--- src/rtl/tglpoll_pkg.sv ---
package tglpoll_pkg;
  localparam int TGL_BIT = 6;
  localparam int LIM_BIT = 5;

  typedef enum logic [1:0] {
    ST_IDLE = 2'd0,
    ST_POLL = 2'd1,
    ST_RSTW = 2'd2
  } poll_st_t;
endpackage

--- src/rtl/tglpoll_rdport.sv ---
module tglpoll_rdport #(
  parameter int DW = 8
) (
  input  logic          clk,
  input  logic          rst,
  input  logic          go,
  input  logic          rd_valid,
  input  logic [DW-1:0] rd_data,
  output logic          rd_req,
  output logic          pair_vld,
  output logic [DW-1:0] first_q,
  output logic [DW-1:0] second_q
);
  logic idx;
  logic relaunch;

  always_ff @(posedge clk) begin
    if (rst) begin
      rd_req   <= 1'b0;
      pair_vld <= 1'b0;
      idx      <= 1'b0;
      relaunch <= 1'b0;
      first_q  <= '0;
      second_q <= '0;
    end else begin
      pair_vld <= 1'b0;
      if (go) begin
        rd_req <= 1'b1;
        idx    <= 1'b0;
      end else if (rd_req && rd_valid) begin
        rd_req <= 1'b0;
        if (!idx) begin
          first_q  <= rd_data;
          relaunch <= 1'b1;
        end else begin
          second_q <= rd_data;
          pair_vld <= 1'b1;
        end
      end else if (relaunch) begin
        rd_req   <= 1'b1;
        idx      <= 1'b1;
        relaunch <= 1'b0;
      end
    end
  end

  AST_REQ_HELD: assert property (@(posedge clk) disable iff (rst)
    rd_req && !rd_valid |=> rd_req);
  AST_PAIR_PULSE: assert property (@(posedge clk) disable iff (rst)
    pair_vld |=> !pair_vld);
endmodule

--- src/rtl/tglpoll_limit.sv ---
module tglpoll_limit #(
  parameter int MAX_PAIRS = 1024
) (
  input  logic clk,
  input  logic rst,
  input  logic clr,
  input  logic inc,
  output logic last
);
  generate
    if (MAX_PAIRS == 0) begin : g_unlimited
      logic unused_lim;
      assign unused_lim = &{1'b0, clk, rst, clr, inc};
      assign last = 1'b0;
    end else begin : g_limited
      localparam int CW = $clog2(MAX_PAIRS + 1);
      logic [CW-1:0] cnt;
      always_ff @(posedge clk) begin
        if (rst || clr) cnt <= '0;
        else if (inc && !last) cnt <= cnt + 1'b1;
      end
      assign last = (cnt == CW'(MAX_PAIRS - 1));
      AST_CNT_BOUND: assert property (@(posedge clk) disable iff (rst)
        cnt < CW'(MAX_PAIRS));
    end
  endgenerate
endmodule

--- src/rtl/tglpoll_ctrl.sv ---
module tglpoll_ctrl
  import tglpoll_pkg::*;
#(
  parameter int          AW        = 16,
  parameter int          DW        = 8,
  parameter int          MAX_PAIRS = 1024,
  parameter logic [DW-1:0] RST_CMD = DW'(8'hF0)
) (
  input  logic          clk,
  input  logic          rst,
  input  logic          start,
  input  logic [AW-1:0] poll_addr,
  output logic          rd_req,
  output logic [AW-1:0] rd_addr,
  input  logic [DW-1:0] rd_data,
  input  logic          rd_valid,
  output logic          wr_req,
  output logic [AW-1:0] wr_addr,
  output logic [DW-1:0] wr_data,
  input  logic          wr_ack,
  output logic          busy,
  output logic          done,
  output logic          fail
);
  poll_st_t      st;
  logic [AW-1:0] addr_q;
  logic          late;
  logic          pair_vld;
  logic [DW-1:0] first_q, second_q;
  logic          tgl, lim_flag, last, go, clr;

  assign tgl      = first_q[TGL_BIT] ^ second_q[TGL_BIT];
  assign lim_flag = second_q[LIM_BIT];
  assign clr      = (st == ST_IDLE) && start;
  assign go       = clr ||
                    ((st == ST_POLL) && pair_vld && tgl && !late && (lim_flag || !last));

  tglpoll_rdport #(.DW(DW)) u_rd (
    .clk(clk), .rst(rst), .go(go), .rd_valid(rd_valid), .rd_data(rd_data),
    .rd_req(rd_req), .pair_vld(pair_vld), .first_q(first_q), .second_q(second_q)
  );

  tglpoll_limit #(.MAX_PAIRS(MAX_PAIRS)) u_lim (
    .clk(clk), .rst(rst), .clr(clr),
    .inc((st == ST_POLL) && pair_vld), .last(last)
  );

  always_ff @(posedge clk) begin
    if (rst) begin
      st     <= ST_IDLE;
      addr_q <= '0;
      late   <= 1'b0;
      wr_req <= 1'b0;
      busy   <= 1'b0;
      done   <= 1'b0;
      fail   <= 1'b0;
    end else begin
      done <= 1'b0;
      fail <= 1'b0;
      case (st)
        ST_IDLE: if (start) begin
          st     <= ST_POLL;
          busy   <= 1'b1;
          addr_q <= poll_addr;
          late   <= 1'b0;
        end
        ST_POLL: if (pair_vld) begin
          if (!tgl) begin
            done <= 1'b1;
            busy <= 1'b0;
            st   <= ST_IDLE;
          end else if (late) begin
            wr_req <= 1'b1;
            st     <= ST_RSTW;
          end else if (lim_flag) begin
            late <= 1'b1;
          end else if (last) begin
            wr_req <= 1'b1;
            st     <= ST_RSTW;
          end
        end
        ST_RSTW: if (wr_ack) begin
          wr_req <= 1'b0;
          fail   <= 1'b1;
          busy   <= 1'b0;
          st     <= ST_IDLE;
        end
        default: st <= ST_IDLE;
      endcase
    end
  end

  assign rd_addr = addr_q;
  assign wr_addr = addr_q;
  assign wr_data = RST_CMD;

  AST_OUTCOME_EXCL: assert property (@(posedge clk) disable iff (rst)
    !(done && fail));
  AST_DONE_PULSE: assert property (@(posedge clk) disable iff (rst)
    done |=> !done);
  AST_WR_HELD: assert property (@(posedge clk) disable iff (rst)
    wr_req && !wr_ack |=> wr_req);
  AST_FAIL_AFTER_ACK: assert property (@(posedge clk) disable iff (rst)
    fail |-> $past(wr_req && wr_ack));
  AST_NO_RD_IN_WR: assert property (@(posedge clk) disable iff (rst)
    wr_req |-> !rd_req);
  AST_IDLE_QUIET: assert property (@(posedge clk) disable iff (rst)
    !busy |-> !rd_req && !wr_req);
  AST_BUSY_ENDS: assert property (@(posedge clk) disable iff (rst)
    (done || fail) |-> !busy);
endmodule

--- config.mk ---
export PLATFORM = sky130hd
export DESIGN_NAME = tglpoll_ctrl
export DESIGN_NICKNAME = d
export VERILOG_FILES = /design/src/rtl/tglpoll_pkg.sv /design/src/rtl/tglpoll_rdport.sv /design/src/rtl/tglpoll_limit.sv /design/src/rtl/tglpoll_ctrl.sv
export SDC_FILE = /design/constraint.sdc
export NUM_CORES = 1
export LEC_CHECK = 0
export BUFFER_PORTS_ARGS = -buffer_cell sky130_fd_sc_hd__buf_2
export CORE_MARGIN = 1.5
export CORE_UTILIZATION = 52
export CTS_CLUSTER_DIAMETER = 30
export DETAILED_ROUTE_END_ITERATION = 6
export PLACE_DENSITY = 0.86
export SETUP_SLACK_MARGIN = 0.02
export SLEW_MARGIN = 20
export SYNTH_ARGS = -nofsm -noshare
export SYNTH_HDL_FRONTEND = slang
export SYNTH_HIERARCHICAL = 1
export SYNTH_SLANG_ARGS = --single-unit
--- constraint.sdc ---
create_clock -name clk -period 3.1 [get_ports clk]
set_input_delay 0.31 -clock clk [delete_from_list [all_inputs] [get_ports clk]]
set_output_delay 0.31 -clock clk [all_outputs]
set_load 0.01 [all_outputs]
Yosys cells after proc, flatten, opt, wreduce, memory -nomap -nowiden
Cells that the tools add are included.
W data, S select, Z words.

operators by class
  $add $sub $neg = 1
  multiply operators = 0
  div/mod/pow operators = 0
  magnitude comparators = 0
  equal/unequal tests = 13
  shift-type cells = 0
  mux-type cells = 33
  bitwise gates (word level) = 7
  reductions and logical operators = 30

operators by type and width
  operator                 number
  $mux W1                  22
  $mux W2                  7
  $add A11 B1 Y11 const B  1
  $eq A11 B10 Y1 const B   1
  $ne A2 B2 Y1 const B     5
  $reduce_and A5 Y1        2
  $logic_and A1 B1 Y1      7
  $not A1 Y1               6
  $pmux W2 S3              1
  $reduce_and A2 Y1        3
  $reduce_and A3 Y1        2
  $reduce_and A6 Y1        1
  $reduce_bool A3 Y1       2
  $reduce_or A3 Y1         2
  $ne A4 B3 Y1 const B     1
  $ne A4 B4 Y1 const B     1
  $pmux W1 S2              2
  $reduce_and A4 Y1        1
  $reduce_bool A2 Y1       2
  $reduce_or A2 Y1         2
  $logic_or A1 B1 Y1       3
  $ne A3 B2 Y1 const B     1
  $ne A3 B3 Y1 const B     1
  $pmux W1 S3              1
  6 further kinds          7

word-level totals
  register bits = 52
  latch bits = 0
  bits in writable memories = 0
  bits in read-only memories = 0
  bits of input ports = 29
  output and inout port bits = 45
  word-level logic and storage cells = 98
  memories = 0

Depth between registers and ports, before layout
Gate-level depths: netlist (run 1).

  depth in word-level cells = 8
  gate-level depth with buffers = 10
  gate-level depth less buffers = 9

Modules after synthesis
Netlist (run 1), hierarchy kept.

by module, submodules not included
  module          instances  cells each  area each (um^2)  sequential area each (um^2)
  tglpoll_ctrl    1          152         1191.1            460.4
  tglpoll_rdport  1          77          711.9             400.4
  tglpoll_limit   1          62          539.3             220.2

Worst setup path before layout (run 1)
No wires, ideal clock.

  path type = register to register
  start = register u_lim.g_limited.cnt[0]
  end = register u_rd.first_q[0]
  library setup time = 128 ps
  arrival = 2345 ps
  data required time = 2972 ps
  path slack = 627 ps
  stages on the path, launching flop included = 11
  path buffers = 1
  period minus slack after synthesis = 2473 ps
  cell sequence = dfxtp_1 -> ha_1 -> and3b_1 -> and2_1 -> and3_2 -> nor2b_1 -> o41ai_1 -> and4bb_1 -> buf_6 -> mux2i_1 -> nor2_1

on the way
  cells in the longest elaborated chain, start to end = 7

ends and longest elaborated chain
  item                         RTL line              source
  start, declared              tglpoll_limit.sv:17   logic [CW-1:0] cnt;
  start signal, assigned       tglpoll_limit.sv:20   else if (inc && !last) cnt <= cnt + 1'b1;
  $eq A11 B10 Y1               tglpoll_limit.sv:22   assign last = (cnt == CW'(MAX_PAIRS - 1));
  via last                     tglpoll_ctrl.sv:30    logic tgl, lim_flag, last, go, clr;
  $logic_not A1 Y1             tglpoll_ctrl.sv:36    ((st == ST_POLL) && pair_vld && tgl && !late && (lim_flag || !last));
  $logic_or A1 B1 Y1           tglpoll_ctrl.sv:36
  $logic_and A1 B1 Y1          tglpoll_ctrl.sv:36
  $logic_or A1 B1 Y1           tglpoll_ctrl.sv:35    assign go = clr ||
  via go                       tglpoll_ctrl.sv:30
  $not A1 Y1 (no line)         n/a
  $reduce_and A3 Y1 (no line)  n/a
  end signal, assigned         tglpoll_rdport.sv:33  first_q <= rd_data;
  end, declared                tglpoll_rdport.sv:11  output logic [DW-1:0] first_q,

The timed path passes the listed nets, and every way through them passes these cells.
A chain may end at the register's enable or synchronous reset.

Final worst setup path (run 1)
  start = register u_lim.g_limited.cnt[0]
  end = register u_rd.first_q[6]

Same word-level chain as after synthesis.

==> metrics.md, run 1 <==
| Metric | Value |
|---|---|
| Hold Crit Class | `input port to register` |
| Clock Tree Root | `clkbuf_8` |
| Pre-CTS WS | `0.6771 ns` |
| Most frequent cells in the layout | `59 x buf_2, 47 x nand2_1, 41 x dfxtp_1` |
| Worst path max stage delay | `~0.34 ns` |
| Tot GR Track Use | `0.1879` |
| Leakage | `0.001043 µW` |
| Via count | `1703` |
| CP Max Fanout | `6` |
| Worst slew pin tran | `0.5793 ns` |
| Post-DP HPWL | `roughly 2700 µm` |
| Routed WL per cell | `between 10 and 15 µm` |
| Ratio of cells with drive above 1 in the final layout | `0.2727` |
| Post-route ant nets | `0` |
| Switching share of total power | `0.3193` |
| Clk sinks | `~40` |
| Worst EP arrival | `2.61 ns` |
| Io pins | `74` |
| Cell area power density | `between 500 and 600 mW/mm²` |
| YS warnings | `6` |
| Final Max Slew Viols | `0` |
| GP Congestion | `between 0.8 and 0.9` |
| Pint | `between 800 and 900 µW` |
| CTS tree | `yes` |
| CTS buffer count | `5` |
| Max-Cap Viols | `0` |
| Final Power | `~1300 µW` |
| RR Startpoint | `u_lim/g_limited.cnt[0]` |
| Largest net degree at the start of global routing | `36` |
| Crit-path cells | `ha_1 > and3b_1 > and2_1 > and3_2 > nor2b_1 > o41ai_1 > buf_4 > and4bb_1 > mux2i_1 > nor2_1` |
| Post-CTS Hold Fix Bufs | `0` |
| Combinational share of power | `0.280` |
| Worst clock skew | `0.006487 ns` |
| Hold_sp | `poll_addr[4]` |
| Number of global-route vias before repair | `between 1500 and 2000` |
| Initial antenna violation count | `0` |
| Final nets | `320` |
| CTS max path bufs | `2` |
| Synthesized area | `just over 0.002 mm²` |
| Most common cell after layout, fill and taps aside | `buf_2` |
| IO Port Bufs | `just under 60` |
| Fin crit share | `0.7897` |
| Worst setup EP type | `register` |
| # rows | `22` |
| Clock transition at the registers of the reported paths | `around 0.070 ns` |
| Die W | `65.18 µm` |
| Routed WL | `3756 µm` |
| RSZ-0062 raised after global routing | `no` |
| Clk_lat worst skew | `0.29 ns` |
| Setup TNS | `0 ns` |
| Area of the core | `0.003689 mm²` |
| Headroom to the max-slew limit | `0.6138` |
| Status | `finished, final reports clean` |
| Fin Hold WS | `0.2493 ns` |
| Delay-heaviest family, CP | `simple AND/OR/NAND/NOR gates` |
| Setup Crit Path Kind | `register to register` |
| Critical Path RT | `around 3.3 ns` |
| First-pass GRT wire length | `between 6000 and 7000 µm` |
| Cts repair resizes | `0` |
| H-tree levels | `2` |
| Clock Power Share | `0.250` |
| Drt pass-1 iters | `4` |
| Setup ws final | `roughly 0.65 ns` |
| Worst R2R Setup Slack | `roughly 0.65 ns` |
| Sequential group share of total power | `0.470` |
| Fmax | `408.5 MHz` |
| Cells after Synth | `~250` |
| Initial core utilization | `0.5451` |
| Hold depth | `3` |
| Post-route DRC violation count | `0` |
| Mapped Avg Cell Area | `8.173 µm²` |
| Vias per cell | `5.099` |
| CP max stage cell | `dfxtp_1` |
| Overflow after GRT | `0` |
| R2R Path End | `u_rd/first_q[6]` |
| Hold Vio Cnt, Final | `0` |
| Hold Path End | `rd_addr[4]` |
| P&R area growth vs syn | `12.20%` |
| CP Launch Type | `register` |
| Post-CTS Setup Inserts | `0` |
| R2R depth | `10` |
| Highest ir drop seen on vdd | `slightly below 0.0003 V` |
| DRT iter0 DRCs | `107` |
| Final Setup Violations | `0` |
| Tmin final | `about 2.4 ns` |
| DIE HEIGHT | `~65 µm` |
| Diodes inserted | `0` |
| Worst path bufs/invs | `1` |
| Net switching power | `414.7 µW` |
| Die area | `around 0.0042 mm²` |
## worst max-delay path by stage
stage	start	endpoint	cells after the start	slack (ns)
2_1_floorplan	u_lim/g_limited.cnt[0]	u_rd/first_q[6]	10	0.68
5_1_grt	u_lim/g_limited.cnt[0]	u_rd/first_q[6]	10	0.50
4_1_cts	u_lim/g_limited.cnt[0]	u_rd/first_q[6]	10	0.65
3_3_place_gp	u_lim/g_limited.cnt[0]	u_rd/first_q[6]	10	0.73
3_5_place_dp	u_lim/g_limited.cnt[0]	u_rd/first_q[6]	10	0.68
6_report	u_lim/g_limited.cnt[0]	u_rd/first_q[6]	10	0.65
## power groups by stage
| stage | sequential [µW] | combinational, µW | clock, µW |
|---|---|---|---|
| 5_1_grt | 616 | 411 | 365 |
| 3_5_place_dp | 623 | 363 | 0 |
| 6_report | 610 | 364 | 325 |
| 4_1_cts | 611 | 365 | 338 |
| 2_1_floorplan | 638 | 269 | 0 |
| 3_3_place_gp | 619 | 359 | 0 |
## final cells by class
type                       count  area [µm²]
clock buffer                   6       72.57
clock inverter                 2       10.01
multi-input combinational    166       944.7
sequential                    41       820.8
timing repair buffer          61       310.3
fill                         342        1433
inverter                      10       37.54
tap                           48       60.06
## metal layers
layer / vias up / global-route usage / share of wire
met5: - / 0 / 0
met4: 0 / 0.07292 / 0.011
met3: 4 / 0.05993 / 0.061
met2: 52 / 0.3291 / 0.47
met1: 765 / 0.2114 / 0.45
li1: 882 / - / -
## state kept, by name, indices dropped and copies added, names as in the netlist
register	flops
u_rd/relaunch	1
fail	1
busy	1
u_rd/idx	1
rd_addr	16
u_rd/first_q	1
u_rd/rd_req	1
late	1
wr_req	1
done	1
u_lim/g_limited.cnt	11
u_rd/second_q	2
st	2
u_rd/pair_vld	1
## worst reg2reg max path: cells and delay by family (launching register included)
family | cells | cell delay (ns)
compound gates | 1 | 0.32
fa+ha+maj | 1 | 0.24
buf+inv | 1 | 0.21
flops | 1 | 0.34
mux | 1 | 0.14
simple gates | 6 | 1.06
## through the flow
step | std cells | util | area, µm²
2_1_floorplan | 252 | - | 2033
3_3_place_gp | 326 | 0.5892 | 2173
3_5_place_dp | 326 | 0.5892 | 2173
4_1_cts | 334 | 0.6116 | 2256
5_1_grt | 334 | 0.6116 | 2256
6_report | 334 | 0.6116 | 2256
No activity file was read; power rests on OpenSTA's default activity.
==> run 2: changes to the inputs <==
CORE_UTILIZATION = 47   (was 52)
PLACE_DENSITY = 0.82   (was 0.86)
clock period = 2.1 ns   (was 3.1 ns; I/O delays follow)
==> run 2 against run 1 <==
Effect of this change: sequential cell count unchanged; core utilization down 1.9 points; combinational power up 60%; die area up 10%; highest routed layer unchanged; critical endpoint is now st[1].
==> metrics.md, run 2 (synthesized netlist as in run 1, its figures left out) <==
| Metric | Value |
|---|---|
| Status | `finished, final reports clean` |
| Clock Tree Root | `clkbuf_8` |
| H-tree levels | `2` |
| RSZ-0062 raised after global routing | `no` |
| Switching share of total power | `0.2987` |
| CP Launch Type | `register` |
| Worst path max stage delay | `0.35 ns` |
| Via count | `around 1800` |
| Final Power | `between 2000 and 2500 µW` |
| Setup TNS | `0 ns` |
| Worst R2R Setup Slack | `0.09 ns` |
| Worst slew pin tran | `between 0.5 and 0.6 ns` |
| R2R depth | `8` |
| # rows | `23` |
| Filler cells | `around 350` |
| RR Startpoint | `u_lim/g_limited.cnt[0]` |
| CP Depth | `8` |
| DRT iter0 DRCs | `66` |
| Worst setup EP type | `register` |
| Fin crit share | `0.9579` |
| GP Congestion | `0.8727` |
| Diodes inserted | `0` |
| Worst path bufs/invs | `0` |
| Most frequent cells in the layout | `59 x buf_2, 47 x nand2_1, 39 x dfxtp_1` |
| Die W | `~68 µm` |
| Io pins | `74` |
| Clock Power Share | `0.303` |
| P&R area growth vs syn | `19.60%` |
| CTS max path bufs | `2` |
| Post-route DRC violation count | `0` |
| CP max stage cell | `dfxtp_2` |
| CTS tree | `yes` |
| Sequential group share of total power | `0.423` |
| Clock transition at the registers of the reported paths | `about 0.08 ns` |
| Final Max Slew Viols | `0` |
| Max reg flops | `16` |
| Hold Crit Class | `input port to register` |
| Hold Vio Cnt, Final | `0` |
| CTS buffer count | `5` |
| Number of global-route vias before repair | `1416` |
| Crit-path cells | `ha_4 > and3b_1 > and2_4 > and3_4 > or2b_1 > a211oi_1 > nor2_1 > mux2_2` |
| Worst clock skew | `~0.007 ns` |
| Die area | `0.004679 mm²` |
| Delay-heaviest family, CP | `simple AND/OR/NAND/NOR gates` |
| Overflow after GRT | `0` |
| Net switching power | `633.6 µW` |
| Final nets | `328` |
| Fmax | `~500 MHz` |
| Critical Path RT | `approximately 2.3 ns` |
| Tmin final | `a little over 2 ns` |
| Initial core utilization | `0.4955` |
| Hold Path End | `rd_addr[12]` |
| Initial antenna violation count | `0` |
| Largest net degree at the start of global routing | `36` |
| IO Port Bufs | `59` |
| R2R Path End | `st[1]` |
| Final Setup Violations | `0` |
| Hold depth | `3` |
| Pint | `between 1000 and 1500 µW` |
| Routed WL per cell | `around 12 µm` |
| Ratio of cells with drive above 1 in the final layout | `0.3197` |
| CP Max Fanout | `4` |
| Clk_lat worst skew | `just under 0.3 ns` |
| Leakage | `about 0.0011 µW` |
| Post-DP HPWL | `about 3000 µm` |
| Headroom to the max-slew limit | `0.6111` |
| Highest ir drop seen on vdd | `between 0.0004 and 0.0005 V` |
| Most common cell after layout, fill and taps aside | `buf_2` |
| Post-route ant nets | `0` |
| Vias per cell | `5.102` |
| Drt pass-1 iters | `4` |
| Post-CTS Setup Inserts | `0` |
| Max-Cap Viols | `0` |
| Hold_sp | `poll_addr[12]` |
| Tot GR Track Use | `0.1714` |
| First-pass GRT wire length | `between 6000 and 7000 µm` |
| Cell area power density | `between 800 and 900 mW/mm²` |
| Combinational share of power | `0.274` |
| Worst EP arrival | `roughly 2.2 ns` |
| Clk sinks | `41` |
| Setup Crit Path Kind | `register to register` |
| DIE HEIGHT | `about 70 µm` |
| Routed WL | `about 4000 µm` |
| Area of the core | `around 0.0041 mm²` |
[run 2: changes by cell type in the layout (fill, tap and decap cells not counted), moves of 2 or more]
cell / previous run / this run
dfxtp_1: 41 / 39
dfxtp_2: 0 / 2
buf_4: 2 / 10
ha_1: 6 / 4
clkinv_2: 2 / 0
[run 2: power groups by stage]
stage               Combinational [µW]  Clock (µW)  Sequential (µW)
global placement                   564           0              911
finish                             581         643              897
detailed placement                 574           0              916
global route                       650         689              912
floorplan                          407           0              942
CTS                                577         660              898
[run 2: worst min-delay path: cells and delay by family]
| kind | cells | cell delay, ns |
|---|---|---|
| buffers and inverters | 1 | 0.10 |
| and+or+nand+nor | 1 | 0.04 |
| AOI/OAI and AO/OA | 1 | 0.05 |
[run 2: per-layer routing]
layer	part of all wire	global-route usage	vias up
li1	-	-	898
met1	0.46	0.1976	786
met2	0.47	0.2993	66
met3	0.059	0.03618	5
met4	0.013	0.08000	0
met5	0	0	-
[run 2: how the worst max path moves through the flow]
stage	start	to	slack [ns]
3_3_place_gp	u_lim/g_limited.cnt[0]	u_rd/first_q[6]	0.09
5_1_grt	st[1]	u_lim/g_limited.cnt[9]	0.03
3_5_place_dp	u_lim/g_limited.cnt[0]	u_rd/first_q[6]	0.04
4_1_cts	u_lim/g_limited.cnt[0]	u_rd/first_q[6]	0.04
6_report	u_lim/g_limited.cnt[0]	st[1]	0.09
2_1_floorplan	u_lim/g_limited.cnt[0]	u_rd/first_q[6]	0.03
[run 2: metrics by stage]
step | instance area, µm² | setup slack [ns] | hold WS [ns] | util | instances
floorplan | 2082 | 0.02789 | 0.3313 | - | 252
global placement | 2283 | 0.08845 | 0.4363 | 0.5628 | 336
detailed placement | 2283 | 0.04184 | 0.4513 | 0.5628 | 336
CTS | 2400 | 0.03545 | 0.1439 | 0.5914 | 344
global route | 2405 | 0.02701 | 0.1549 | 0.5927 | 344
finish | 2405 | 0.08842 | 0.1533 | 0.5927 | 344
[run 2: repair_timing]
item | in CTS | in global routing
resized for setup | 0 | 2
setup endpoints to repair | 0 | 6
hold buffers | 0 | 0
[run 2: cell type report]
cell class | count | area, µm² | area share
sequential | 41 | 823.3 | 0.3424
tap | 50 | 62.56 | 0.02601
clock inverter | 1 | 30.03 | 0.01249
timing repair buffer | 69 | 370.4 | 0.1540
multi-input combinational | 166 | 994.7 | 0.4136
inverter | 10 | 37.54 | 0.01561
clock buffer | 7 | 86.33 | 0.03590
